--- config.mk ---
export PLATFORM = sky130hd
export DESIGN_NAME = pipe_bus_seq
export DESIGN_NICKNAME = d
export VERILOG_FILES = /design/src/rtl/pipe_bus_seq.sv
export SDC_FILE = /design/constraint.sdc
export NUM_CORES = 1
export LEC_CHECK = 0
export ABC_AREA = 1
export BUFFER_PORTS_ARGS = -buffer_cell sky130_fd_sc_hd__clkbuf_2
export CAP_MARGIN = 10
export CORE_MARGIN = 8
export CORE_UTILIZATION = 40
export DETAILED_ROUTE_END_ITERATION = 8
export HOLD_SLACK_MARGIN = 0.15
export PLACE_DENSITY = 0.7
export SLEW_MARGIN = 40
export SYNTH_ARGS = -nofsm -noshare
export SYNTH_HDL_FRONTEND = slang
export SYNTH_SLANG_ARGS = --single-unit
export TNS_END_PERCENT = 1
--- constraint.sdc ---
create_clock -name clk -period 1.6 [get_ports clk]
set_input_delay 0.32 -clock clk [delete_from_list [all_inputs] [get_ports clk]]
set_output_delay 0.32 -clock clk [all_outputs]
set_load 0.02 [all_outputs]
--- src/rtl/pipe_bus_seq.sv ---
`timescale 1ns/1ps
module pipe_bus_seq #(
  parameter int ADDR_W = 32
) (
  input  logic              clk,
  input  logic              rst_n,
  input  logic              req_valid,
  input  logic [ADDR_W-1:0] req_addr,
  input  logic              req_lock,
  output logic              req_accept,
  output logic [ADDR_W-1:0] bus_addr,
  output logic              ads_n,
  output logic              hlda,
  input  logic              ready_n,
  input  logic              na_n,
  input  logic              hold
);

  typedef enum logic [2:0] {
    S_IDLE, S_ADDR, S_WAIT, S_PWAIT, S_PISSUE, S_PADDR, S_HOLD
  } state_t;

  state_t            st, st_nx, end_st;
  logic              lock_q, ads_q;
  logic [ADDR_W-1:0] addr_q;
  logic              rdy, na, take_hold, end_acc;

  assign rdy       = !ready_n;
  assign na        = !na_n;
  assign take_hold = hold && !lock_q;
  assign end_acc   = !take_hold && req_valid;
  assign end_st    = take_hold ? S_HOLD : (req_valid ? S_ADDR : S_IDLE);

  always_comb begin
    st_nx      = st;
    req_accept = 1'b0;
    unique case (st)
      S_IDLE: begin
        if (hold) st_nx = S_HOLD;
        else if (req_valid) begin
          st_nx      = S_ADDR;
          req_accept = 1'b1;
        end
      end
      S_ADDR: st_nx = S_WAIT;
      S_PADDR, S_WAIT: begin
        if (st == S_WAIT && rdy) begin
          st_nx      = end_st;
          req_accept = end_acc;
        end else if (na) begin
          if (req_valid) begin
            st_nx      = S_PISSUE;
            req_accept = 1'b1;
          end else st_nx = S_PWAIT;
        end else st_nx = S_WAIT;
      end
      S_PWAIT: begin
        if (rdy) begin
          st_nx      = end_st;
          req_accept = end_acc;
        end else if (req_valid) begin
          st_nx      = S_PISSUE;
          req_accept = 1'b1;
        end
      end
      S_PISSUE: if (rdy) st_nx = S_PADDR;
      S_HOLD: begin
        if (!hold) begin
          if (req_valid) begin
            st_nx      = S_ADDR;
            req_accept = 1'b1;
          end else st_nx = S_IDLE;
        end
      end
      default: st_nx = S_IDLE;
    endcase
  end

  always_ff @(posedge clk) begin
    if (!rst_n) begin
      st     <= S_IDLE;
      ads_q  <= 1'b0;
      lock_q <= 1'b0;
      addr_q <= '0;
    end else begin
      st    <= st_nx;
      ads_q <= req_accept;
      if (req_accept) begin
        addr_q <= req_addr;
        lock_q <= req_lock;
      end
    end
  end

  assign ads_n    = !ads_q;
  assign hlda     = (st == S_HOLD);
  assign bus_addr = addr_q;

endmodule

==> key figures <==
Run status
  • Status: finished with violations
  • Failing checks: negative setup slack

Power
  • NetSw: 2160 µW
  • Logic gate share of total power: 0.536
  • Flop pwr share: 0.306
  • Maximum VDD drop: 1.07 mV
  • Clock share of power: 0.159
  • Final Power: 5040 µW
  • P_int: 2880 µW
  • Net Sw Frac: 0.429
  • P_leak: 0.00134 µW
  • PwrDens: 2030 nW/µm²

Global routing
  • Remaining Overflow, GRT: 0
  • Largest net degree at the start of global routing: 28
  • Initial antenna violation count: 0
  • GRT Total Usage: 0.139
  • First-pass GRT wire length: 8360 µm
  • Vias in the first global route: 1,874

Logic synthesis
  • Synth Area in XOR/XNOR: 0
  • Complex-gate fraction of the synthesized area: 0.0249
  • Post-synth cell types: 19
  • Sequential cell area fraction in the yosys report: 0.410
  • Net Count, Synth: 298
  • Synth warn: 0
  • Synthesized area per cell: 6.97 µm²
  • Mux cell area share after synthesis: 0
  • Post-synthesis register bit count: 37
  • Largest family of logic cells by synthesized area: simple AND/OR/NAND/NOR gates
  • Post-synthesis simple-gate area fraction: 0.482
  • Adder-cell area share of the yosys netlist: 0
  • Post-Synthesis Cells: 259
  • Post-Synthesis Cell Area: 1810 µm²

Floorplan
  • Die height: 83.2 µm
  • Die Wd: 83.2 µm
  • Initial Utilization: 0.415
  • I/O pin count: 74
  • Site Rows: 24
  • Core region area: 4350 µm²
  • Die ar.: 6920 µm²

Worst setup path
  • Worst EP required: 1.28 ns
  • Startpoint types: flop
  • CP Launch Point: st[0]
  • RR Startpoint: st[0]
  • Setup CP Type: flop to output port
  • R2r worst-path depth: 12
  • Crit. End Element: output port
  • Worst R2R Setup Slack: 0.10 ns
  • Worst R2R End: bus_addr[17]
  • Crit path arrival time: 1.32 ns
  • Crit path max fanout: 5

Timing
  • Final Skew: 0.00703 ns
  • Fin. Hold Viols: 0
  • Fin crit share: 1.02
  • Worst-Margin Slew: 0.281 ns
  • Post-route worst setup slack: -0.0374 ns
  • Maximum operating frequency: 0.611 GHz
  • Setup-failing EPs final: 1
  • Worst slew margin relative to its limit: 0.811
  • Fin crit period: 1.64 ns
  • Setup TNS: -0.0374 ns
  • Pins over their slew limit: 0
  • RSZ-0062 raised after global routing: true

Route
  • Final WL: 4960 µm
  • Vias per cell: 4.78
  • Drc violations: 0
  • TritonRoute pass-1 iters: 4
  • Vias: 1,880
  • DRT iter0 DRCs: 112
  • Detail Route Antenna Nets: 0
  • Per-cell routed wire length: 12.6 µm

Hold path
  • Hold path depth: 3
  • HP Start: req_lock
  • Worst min-delay path class: input pin to flop
  • Hold EP: lock_q

Placement
  • Gpl congestion: 0.890
  • HPWL reported at the end of detailed placement: 3520 µm
  • I/O Buffers: 73

Clock tree
  • H-tree depth: 2
  • CTS Buf Count: 5
  • Clk Latency, worst-skew pair: 0.28 ns
  • Hold Buf Count CTS: 0
  • CTS root buf: clkbuf_8
  • Clk slew on worst S/H paths: 0.08 ns
  • Clk sinks: 37
  • CTS tree: done
  • CTS Buffer Depth: 2

Finish
  • Fraction of layout cells with a size suffix above 1: 0.349
  • Nets: 379
  • Layout area overhead: 37.6%
  • # diodes: 0

Run
  • Max-cap violations: 0
-- cell type report --
class / instances / area, µm²
clock buffer: 6 / 72.6
clock inverter: 2 / 38.8
fill: 399 / 1870
inverter: 14 / 65.1
multi-input combinational: 193 / 958
sequential: 37 / 752
tap: 52 / 65.1
timing repair buffer: 89 / 533
-- logic make-up (layout without fill, tap and decap cells) --
family | Yosys count | after routing
buffers and inverters | 29 | 111
AND/OR/NAND/NOR | 184 | 184
AO/OA/AOI/OAI | 9 | 9
flip-flops | 37 | 37
-- sequential cells by signal, indices dropped and copies added (netlist names) --
signal / flops
bus_addr: 32
st: 3
ads_q: 1
lock_q: 1
-- metrics by stage --
stage | cell area (µm²) | std cells | setup WS, ns | hold WS [ns] | util
6_report | 2480 | 393 | -0.0374 | 0.255 | 0.571
4_1_cts | 2420 | 390 | -0.0786 | 0.248 | 0.557
5_1_grt | 2480 | 393 | -0.112 | 0.251 | 0.571
2_1_floorplan | 1810 | 259 | 0.154 | 0.441 | -
3_5_place_dp | 2260 | 379 | 0.0600 | 0.547 | 0.518
3_3_place_gp | 2260 | 379 | 0.0644 | 0.537 | 0.518
-- worst max-delay path by stage --
stage | slack, ns | endpoint | depth (start not counted)
after global routing | -0.11 | req_accept | 6
after floorplan | 0.15 | bus_addr[10] | 11
final | -0.04 | req_accept | 7
after CTS | -0.08 | req_accept | 6
after global placement | 0.06 | req_accept | 7
after detailed placement | 0.06 | req_accept | 7
-- critical path: stages, from the launching register on --
cell and delay (ns):
dfxtp_4 0.38, inv_4 0.09, nand3_4 0.09, nor2_4 0.10
nand2_2 0.08, nand3_2 0.10, nand2_4 0.06, buf_8 0.12
-- power by group through the flow --
| stage | Clock (µW) | Sequential (µW) | Combinational [µW] |
|---|---|---|---|
| CTS | 826 | 1520 | 2590 |
| floorplan | 0 | 1830 | 1450 |
| finish | 799 | 1540 | 2700 |
| global route | 867 | 1590 | 2990 |
| global placement | 0 | 1500 | 2500 |
| detailed placement | 0 | 1510 | 2500 |
-- per-layer routing --
| metal | track usage | vias up | share of wire | wire [µm] |
|---|---|---|---|---|
| met5 | 0 | - | 0 | 0 |
| met4 | 0.0304 | 0 | 0.0050 | 25 |
| met3 | 0.0586 | 4 | 0.094 | 465 |
| met2 | 0.237 | 81 | 0.47 | 2320 |
| met1 | 0.156 | 822 | 0.43 | 2150 |
| li1 | - | 973 | - | - |
-- cell usage after synthesis (all sizes together) --
cell    instances  area share
a21oi           4       0.011
buf            11       0.042
clkbuf          4      0.0083
dfxtp          37        0.41
inv            14       0.032
nand2          61        0.14
nand3          12       0.042
nand3b         32        0.13
nand4           2      0.0069
nor2           77        0.17
o21ai           5       0.014
-- placed cells by master, fill, tap and decap left out, drive strengths merged, types with 2 or more instances in the layout --
cell type,count
nand3,12
buf,17
dfxtp,37
nand2,61
nor2,77
nand4,2
clkbuf,78
o21ai,5
nand3b,32
a21oi,4
inv,14
-- timing repair --
action | in CTS | in global routing
endpoints found under the setup margin | 1 | 12
setup buffers | 3 | 3
cloned | 0 | 0
hold endpoints to repair | 0 | 0
resized for setup | 13 | 12
pin swaps | 2 | 5
(Power assumes the default switching activity.)
